## src/rtl/fuse_ld_pkg.sv

```systemverilog
package fuse_ld_pkg;
   typedef enum logic [1:0] {
      ST_IDLE   = 2'd0,
      ST_PWROFF = 2'd1,
      ST_SWEEP  = 2'd2
   } ld_state_e;

   // Width of one redundant configuration copy and count of load-enable fuses
   localparam int CFG_FIELD_W = 5;
   localparam int GATE_FUSES  = 3;
endpackage

```

## src/rtl/fuse_ld_gate.sv

```systemverilog
module fuse_ld_gate #(
   parameter int N_FUSES = 3
) (
   input  logic [N_FUSES-1:0] gate_fuses_i,
   output logic               load_gate_o
);
   generate
      if (N_FUSES < 1) begin : g_bad
         $error("fuse_ld_gate: N_FUSES must be at least 1");
      end
   endgenerate

   // Odd parity of the enable fuses permits a load
   always_comb load_gate_o = ^gate_fuses_i;

   always_comb begin
      assert_gate_known_R1: assert (!$isunknown(gate_fuses_i) -> !$isunknown(load_gate_o));
   end
endmodule

```

## src/rtl/fuse_ld_fold.sv

```systemverilog
module fuse_ld_fold #(
   parameter int COPIES = 2,
   parameter int FW     = 5
) (
   input  logic [COPIES*FW-1:0] copies_i,
   output logic [FW-1:0]        folded_o
);
   generate
      if (COPIES < 1) begin : g_bad
         $error("fuse_ld_fold: COPIES must be at least 1");
      end
      if (COPIES == 1) begin : g_single
         always_comb folded_o = copies_i;
      end else begin : g_chain
         logic [FW-1:0] acc [COPIES];
         always_comb acc[0] = copies_i[0 +: FW];
         for (genvar k = 1; k < COPIES; k++) begin : g_stage
            always_comb acc[k] = acc[k-1] ^ copies_i[k*FW +: FW];
         end
         always_comb folded_o = acc[COPIES-1];
      end
   endgenerate
endmodule

```

## src/rtl/fuse_ld_seq.sv

```systemverilog
module fuse_ld_seq
   import fuse_ld_pkg::*;
#(
   parameter int NUM_BANKS  = 10,
   parameter int PWROFF_CYC = 16,
   parameter int CTRL_W     = 8,
   parameter int TRIG_BIT   = 7,
   parameter int PCEN_BIT   = 0,
   localparam int IDX_W     = $clog2(NUM_BANKS),
   localparam int CNT_W     = $clog2(PWROFF_CYC + 1)
) (
   input  logic              clk,
   input  logic              rst_n,
   input  logic              load_gate_i,
   input  logic              mask_we_i,
   input  logic [CTRL_W-1:0] mask_data_i,
   input  logic              pctl_we_i,
   input  logic [CTRL_W-1:0] pctl_data_i,
   output logic              busy_o,
   output logic              pwr_off_o,
   output logic              reload_pend_o,
   output logic              load_done_o,
   output logic              load_we_o,
   output logic [IDX_W-1:0]  load_idx_o
);
   localparam logic [IDX_W-1:0] IDX_LAST = IDX_W'(NUM_BANKS - 1);
   localparam logic [CNT_W-1:0] CNT_LAST = CNT_W'(PWROFF_CYC - 1);

   generate
      if (TRIG_BIT >= CTRL_W || PCEN_BIT >= CTRL_W) begin : g_bad_bits
         $error("fuse_ld_seq: control bit positions exceed CTRL_W");
      end
      if (PWROFF_CYC < 1) begin : g_bad_win
         $error("fuse_ld_seq: PWROFF_CYC must be at least 1");
      end
   endgenerate

   ld_state_e        st_q;
   logic [IDX_W-1:0] idx_q;
   logic [CNT_W-1:0] cnt_q;
   logic             done_q, pend_q, por_req_q, pc_en_q;
   logic             trig_set;
   logic             unused_ctrl;

   always_comb trig_set    = mask_we_i && mask_data_i[TRIG_BIT];
   always_comb unused_ctrl = ^{mask_data_i, pctl_data_i};

   always_ff @(posedge clk or negedge rst_n) begin
      if (!rst_n) begin
         st_q      <= ST_IDLE;
         idx_q     <= '0;
         cnt_q     <= '0;
         done_q    <= 1'b0;
         pend_q    <= 1'b0;
         por_req_q <= 1'b1;
         pc_en_q   <= 1'b1;
      end else begin
         if (pctl_we_i) pc_en_q <= pctl_data_i[PCEN_BIT];
         unique case (st_q)
            ST_IDLE: begin
               if (por_req_q) begin
                  por_req_q <= 1'b0;
                  if (load_gate_i) begin
                     st_q   <= ST_SWEEP;
                     idx_q  <= '0;
                     done_q <= 1'b0;
                  end
               end else if (pend_q) begin
                  pend_q <= 1'b0;
                  if (load_gate_i) begin
                     idx_q  <= '0;
                     cnt_q  <= '0;
                     done_q <= 1'b0;
                     st_q   <= pc_en_q ? ST_PWROFF : ST_SWEEP;
                  end
               end
            end
            ST_PWROFF: begin
               if (cnt_q == CNT_LAST) st_q <= ST_SWEEP;
               else                   cnt_q <= cnt_q + 1'b1;
            end
            ST_SWEEP: begin
               if (idx_q == IDX_LAST) begin
                  st_q   <= ST_IDLE;
                  done_q <= 1'b1;
               end else begin
                  idx_q <= idx_q + 1'b1;
               end
            end
            default: st_q <= ST_IDLE;
         endcase
         // A new request written this cycle wins over the clear above
         if (trig_set) pend_q <= 1'b1;
      end
   end

   always_comb begin
      busy_o        = (st_q != ST_IDLE);
      pwr_off_o     = (st_q == ST_PWROFF);
      reload_pend_o = pend_q;
      load_done_o   = done_q;
      load_we_o     = (st_q == ST_SWEEP);
      load_idx_o    = idx_q;
   end

   // leaving idle requires the gate in the cycle of the decision
   assert_start_gated_R1: assert property (@(posedge clk) disable iff (!rst_n)
      (st_q != ST_IDLE && $past(st_q) == ST_IDLE) |-> $past(load_gate_i));

   // an accepted pending request is cleared on the next edge
   assert_pend_clear_R5: assert property (@(posedge clk) disable iff (!rst_n)
      (st_q == ST_IDLE && !por_req_q && pend_q && !trig_set) |=> !pend_q);

   // the power-off window ends only after its full count
   assert_pwroff_len_R6: assert property (@(posedge clk) disable iff (!rst_n)
      $fell(pwr_off_o) |-> ($past(cnt_q) == CNT_LAST && st_q == ST_SWEEP));

   // a power-off window opens only with the enable set
   assert_pwroff_enabled_R7: assert property (@(posedge clk) disable iff (!rst_n)
      $rose(pwr_off_o) |-> $past(pc_en_q));

   // done rises only at the end of the last bank
   assert_done_end_R9: assert property (@(posedge clk) disable iff (!rst_n)
      $rose(load_done_o) |-> $past(st_q == ST_SWEEP && idx_q == IDX_LAST));
endmodule

```

## src/rtl/fuse_ld_shadow.sv

```systemverilog
module fuse_ld_shadow #(
   parameter int NUM_BANKS = 10,
   parameter int BANK_W    = 20,
   localparam int IDX_W    = $clog2(NUM_BANKS),
   localparam int IMG_W    = NUM_BANKS * BANK_W
) (
   input  logic              clk,
   input  logic              rst_n,
   input  logic              busy_i,
   input  logic              load_we_i,
   input  logic [IDX_W-1:0]  load_idx_i,
   input  logic [IMG_W-1:0]  fuse_bits_i,
   input  logic              host_we_i,
   input  logic [IDX_W-1:0]  host_bank_i,
   input  logic [BANK_W-1:0] host_data_i,
   output logic [IMG_W-1:0]  shadow_bits_o
);
   generate
      for (genvar b = 0; b < NUM_BANKS; b++) begin : g_bank
         logic [BANK_W-1:0] bank_q;
         logic              sel_load, sel_host;
         always_comb sel_load = load_we_i && (load_idx_i == IDX_W'(b));
         always_comb sel_host = host_we_i && !busy_i && (host_bank_i == IDX_W'(b));
         always_ff @(posedge clk or negedge rst_n) begin
            if (!rst_n)        bank_q <= '0;
            else if (sel_load) bank_q <= fuse_bits_i[b*BANK_W +: BANK_W];
            else if (sel_host) bank_q <= host_data_i;
         end
         always_comb shadow_bits_o[b*BANK_W +: BANK_W] = bank_q;
      end
   endgenerate

   // while busy and not copying, nothing (host included) alters the shadow
   assert_host_blocked_R8: assert property (@(posedge clk) disable iff (!rst_n)
      (busy_i && !load_we_i) |=> $stable(shadow_bits_o));
endmodule

```

## src/rtl/fuse_load_ctrl.sv

```systemverilog
module fuse_load_ctrl
   import fuse_ld_pkg::*;
#(
   parameter int NUM_BANKS  = 10,
   parameter int BANK_W     = 20,
   parameter int COPIES     = 2,
   parameter int PWROFF_CYC = 16,
   parameter int CTRL_W     = 8,
   localparam int IDX_W     = $clog2(NUM_BANKS),
   localparam int IMG_W     = NUM_BANKS * BANK_W
) (
   input  logic              clk,
   input  logic              rst_n,
   input  logic [IMG_W-1:0]  fuse_bits,
   input  logic              host_we,
   input  logic [IDX_W-1:0]  host_bank,
   input  logic [BANK_W-1:0] host_data,
   input  logic              mask_we,
   input  logic [CTRL_W-1:0] mask_data,
   input  logic              pctl_we,
   input  logic [CTRL_W-1:0] pctl_data,
   output logic [IMG_W-1:0]  shadow_bits,
   output logic [1:0]        cfg_seq_clk,
   output logic [1:0]        cfg_slew,
   output logic              cfg_pwron,
   output logic              reload_pend,
   output logic              pwr_off,
   output logic              busy,
   output logic              load_done
);
   localparam int CFG_BASE  = (NUM_BANKS - 1) * BANK_W;
   localparam int COPY_BITS = COPIES * CFG_FIELD_W;
   localparam int GATE_POS  = CFG_BASE + COPY_BITS;

   generate
      if (NUM_BANKS < 2) begin : g_bad_nb
         $error("fuse_load_ctrl: NUM_BANKS must be at least 2");
      end
      if (COPY_BITS + GATE_FUSES > BANK_W) begin : g_bad_fit
         $error("fuse_load_ctrl: redundant fields do not fit the last bank");
      end
      if (CTRL_W < 8) begin : g_bad_ctrl
         $error("fuse_load_ctrl: CTRL_W must hold the trigger bit");
      end
   endgenerate

   logic                   load_gate;
   logic                   load_we;
   logic [IDX_W-1:0]       load_idx;
   logic [CFG_FIELD_W-1:0] cfg_eff;

   fuse_ld_gate #(.N_FUSES(GATE_FUSES)) u_gate (
      .gate_fuses_i (fuse_bits[GATE_POS +: GATE_FUSES]),
      .load_gate_o  (load_gate)
   );

   fuse_ld_seq #(
      .NUM_BANKS (NUM_BANKS), .PWROFF_CYC (PWROFF_CYC), .CTRL_W (CTRL_W),
      .TRIG_BIT  (7),         .PCEN_BIT   (0)
   ) u_seq (
      .clk           (clk),
      .rst_n         (rst_n),
      .load_gate_i   (load_gate),
      .mask_we_i     (mask_we),
      .mask_data_i   (mask_data),
      .pctl_we_i     (pctl_we),
      .pctl_data_i   (pctl_data),
      .busy_o        (busy),
      .pwr_off_o     (pwr_off),
      .reload_pend_o (reload_pend),
      .load_done_o   (load_done),
      .load_we_o     (load_we),
      .load_idx_o    (load_idx)
   );

   fuse_ld_shadow #(.NUM_BANKS(NUM_BANKS), .BANK_W(BANK_W)) u_shadow (
      .clk           (clk),
      .rst_n         (rst_n),
      .busy_i        (busy),
      .load_we_i     (load_we),
      .load_idx_i    (load_idx),
      .fuse_bits_i   (fuse_bits),
      .host_we_i     (host_we),
      .host_bank_i   (host_bank),
      .host_data_i   (host_data),
      .shadow_bits_o (shadow_bits)
   );

   fuse_ld_fold #(.COPIES(COPIES), .FW(CFG_FIELD_W)) u_fold (
      .copies_i (shadow_bits[CFG_BASE +: COPY_BITS]),
      .folded_o (cfg_eff)
   );

   always_comb begin
      cfg_seq_clk = cfg_eff[1:0];
      cfg_slew    = cfg_eff[3:2];
      cfg_pwron   = cfg_eff[4];
   end

   // no sweep may be in progress while done is reported
   assert_done_idle_R2: assert property (@(posedge clk) disable iff (!rst_n)
      load_done |-> !busy);
endmodule

```

## config.mk

```make
export PLATFORM = sky130hd
export DESIGN_NAME = fuse_load_ctrl
export DESIGN_NICKNAME = d
export VERILOG_FILES = /design/src/rtl/fuse_ld_pkg.sv /design/src/rtl/fuse_ld_gate.sv /design/src/rtl/fuse_ld_fold.sv /design/src/rtl/fuse_ld_seq.sv /design/src/rtl/fuse_ld_shadow.sv /design/src/rtl/fuse_load_ctrl.sv
export SDC_FILE = /design/constraint.sdc
export NUM_CORES = 1
export LEC_CHECK = 0
export BUFFER_PORTS_ARGS = -buffer_cell sky130_fd_sc_hd__buf_2
export CORE_AREA = 2 2 175 177
export CTS_CLUSTER_DIAMETER = 30
export CTS_CLUSTER_SIZE = 24
export DETAILED_ROUTE_END_ITERATION = 8
export DIE_AREA = 0 0 177 179
export PLACE_DENSITY = 0.65
export SLEW_MARGIN = 15
export SYNTH_ARGS = -nofsm -noshare
export SYNTH_HDL_FRONTEND = slang
export SYNTH_SLANG_ARGS = --single-unit
```

## constraint.sdc

```tcl
create_clock -name clk -period 1.8 [get_ports clk]
set_input_delay 0.09 -clock clk [delete_from_list [all_inputs] [get_ports clk]]
set_output_delay 0.09 -clock clk [all_outputs]
set_load 0.02 [all_outputs]
```

==> reports/qor.yml <==
reg2reg_to: "u_shadow.g_bank[9].bank_q[14]"
seq_area_frac_synth_pct: 49.73
numCtsBuffers: 53
antenna_found_initial: 4
worstMarginPinSlew_ps: 667.4
insertion_delay_ps: 550
die_x_um: 177
cp-end-kind: "flip-flop"
syn_to_final_growth_pct: 68.80
whs_path_depth: 3
yosysMostFrequentCell: "dfrtp_1"
synth_nets: 1373
cts_buffer_depth: 3
ys.flop_type: "dfrtp_1"
grt_pass1_vias: 13150
grt.overflow.total: 0
synth_edf_count: 0
comb_power_share_pct: 41.0
wl_per_cell_um: 24.20
setup_viol: 0
synth_area_leaders: "dfrtp_1 49%, nor3_1 7.5%, a221o_1 7.4%, a31oi_1 5.1%, o21ai_0 4.2%"
fin_crit_ps: 1787
wl_mm: 53.85
pwr-share-seq_pct: 27.2
hold_viol: 0
required_ps: 2220
fmax_mhz: 559.5
status: "finished clean"
clock_sinks: 215
worstHoldEndpoint: "u_shadow.g_bank[1].bank_q[19]"
yosysTopAreaCellShare_pct: 49.24
crit_arrival_ps: 2200
final_max_slew_viol_count: 0
synth_seq_cells: 215
path_class: "flip-flop to flip-flop"
worst_hold_startpoint: "host_data[19]"
yosys.area.top_type: "dfrtp_1"
cp_max_fo: 20
ir_drop_v: 0.001020
io_buffers: 439
grtUsageTotal_pct: 32.16
num_rows: 64
clkPwrFrac_pct: 31.8
async_flop_share_pct: 100.0
io_pins: 454
synth_common_cells: "213 x dfrtp_1, 162 x nor3_1, 109 x clkbuf_1, 90 x o21ai_0, 88 x a31oi_1"
final_nets: 2034
synthCells: 1122
rsz0062_at_grt: "yes"
sw_frac_of_total_pct: 39.64
gp_congestion: 0.8773
cap_violations: 0
die_area_um2: 31680
max-slew-margin-rel_pct: 55.51
grt_max_degree: 62
cts.htree.levels: 2
synthDistinctLibCells: 53
drc_errors: 0
r2r_start: "u_seq.st_q[0]"
fin_hold_ws_ps: 9.734
grt_first_pass_wirelength_mm: 77.76
clock_skew_ps: 11.99
p_int_mw: 19.60
synth_warnings: 0
worst_setup_path_start_kind: "flip-flop"
vias: 13320
core_um2: 30030
p_per_area_nw_per_um2: 1777
total_power_mw: 32.48
drt-initial-drc-count: 1367
p_leak_nw: 8.224
finish.utilization_pct: 60.85
regToRegSetupSlack_ps: 10
postRouteAntennaNets: 0
post_dp_cell_area_um2: 13920
min_path_type: "input pin to flip-flop"
cts_tree: "done"
cts_root_buffer: "clkbuf_16"
netlist_area_um2: 10820
finalInstanceArea_um2: 18270
drive_gt1_share_pct: 36.58
die_h_um: 179
synth_area_per_cell_um2: 9.647
worst-r2r-cell-count: 5
fin_crit_sh_pct: 99.30
initial_core_util_pct: 36.05
via_per_inst: 5.986
first_pass_iters: 6
dp_hpwl_mm: 32.72
switching_power_mw: 12.87
path_clk_slew_ps: 40
[worst max-delay path by stage]
stage	start	to	slack, ps	cells after the start
floorplan	u_seq.load_idx_o[0]	u_shadow.g_bank[0].bank_q[0]	40	6
global placement	u_seq.st_q[0]	u_shadow.g_bank[6].bank_q[6]	-150	4
detailed placement	u_seq.st_q[0]	u_shadow.g_bank[6].bank_q[6]	-220	4
CTS	u_seq.st_q[0]	u_shadow.g_bank[6].bank_q[6]	-7	6
global route	u_seq.load_idx_o[1]	u_shadow.g_bank[9].bank_q[14]	-40	6
finish	u_seq.st_q[0]	u_shadow.g_bank[9].bank_q[14]	10	5
[layout by cell type, fill, tap and decap left out, types with 3 or more instances in the layout]
cell and instances:
bufinv_16 10, diode_2 3, xor2_1 5, nor3_2 5
buf_4 60, nand2_1 13, nor3_1 157, and3_1 34
inv_1 51, a311o_1 13, nor2b_1 3, nand3_1 70
clkbuf_16 55, nand4b_1 21, buf_12 23, o311ai_0 22
o21ai_0 79, buf_2 437, dlygate4sd3_1 214, and3b_1 3
clkinv_2 8, clkbuf_8 8, nor2_1 4, dfrtp_1 211
ha_2 3, clkbuf_1 4, a221o_1 80, nand4_1 41
a31oi_1 88, clkinvlp_4 11, nand3b_1 6, buf_6 9
o21ai_1 10
[metrics by stage]
stage	cells	TNS, ps	setup WS, ps
2_1_floorplan	1122	0	35.66
6_report	2225	0	12.69
3_5_place_dp	1898	-9033	-215.7
4_1_cts	2215	-7.301	-7.301
5_1_grt	2224	-307.2	-39.12
3_3_place_gp	1898	-2889	-149.1
[flip-flops by register name, summed over array words and instances (netlist names)]
name,count
u_shadow.g_bank.bank_q,200
u_seq.reload_pend_o,1
u_seq.st_q,2
u_seq.por_req_q,1
u_seq.load_done_o,1
u_seq.cnt_q,5
u_seq.load_idx_o,4
u_seq.pc_en_q,1
[power groups by stage]
stage	logic [mW]	registers, mW	clock network, mW
6_report	13.3	8.82	10.3
5_1_grt	14.1	9.04	10.7
4_1_cts	12.8	8.71	10.4
3_5_place_dp	12.3	8.69	0
3_3_place_gp	12.1	8.68	0
2_1_floorplan	4.38	11.4	0
[critical path, stage by stage (launching register included)]
cell and delay, ps:
dfrtp_2 460, buf_4 160, and4bb_4 390, a32oi_1 110
buf_12 210, a221o_1 330
[cells by family (layout without fill, tap and decap cells)]
family,Yosys count,after routing,share of synthesized area [%]
adders and majority gates,6,6,0.6935
buffers and inverters,193,897,7.028
AOI/OAI and AO/OA,310,310,21.07
and+or+nand+nor,389,389,20.60
muxes,2,2,0.1850
xor gates and xnor gates,7,7,0.6935
DFF,215,215,49.73
other,0,3,0
[repair_timing]
| action | CTS | global route |
|---|---|---|
| pin swaps | 3 | 7 |
| endpoints found under the setup margin | 129 | 149 |
| hold buffers | 214 | 0 |
| gates resized for setup | 14 | 42 |
| gates cloned | 0 | 3 |
| hold endpoints to repair | 415 | 0 |
| buffers inserted | 5 | 5 |
[final cells by class]
type / count / area [µm²]
well taps: 396 / 495.5
clock inverters: 32 / 467.9
fillers: 2391 / 11760
flip-flops and latches: 215 / 5385
clock buffers: 66 / 1476
multi-input cells: 714 / 4843
repair buffers: 746 / 5396
inverters: 53 / 198.9
diodes: 3 / 7.507
[routing by layer]
layer	wire (µm)	track usage, %
met1	20700	40.57
met2	24980	51.33
met5	0	0
met3	4861	6.849
met4	3308	18.11
(Power assumes the default switching activity.)
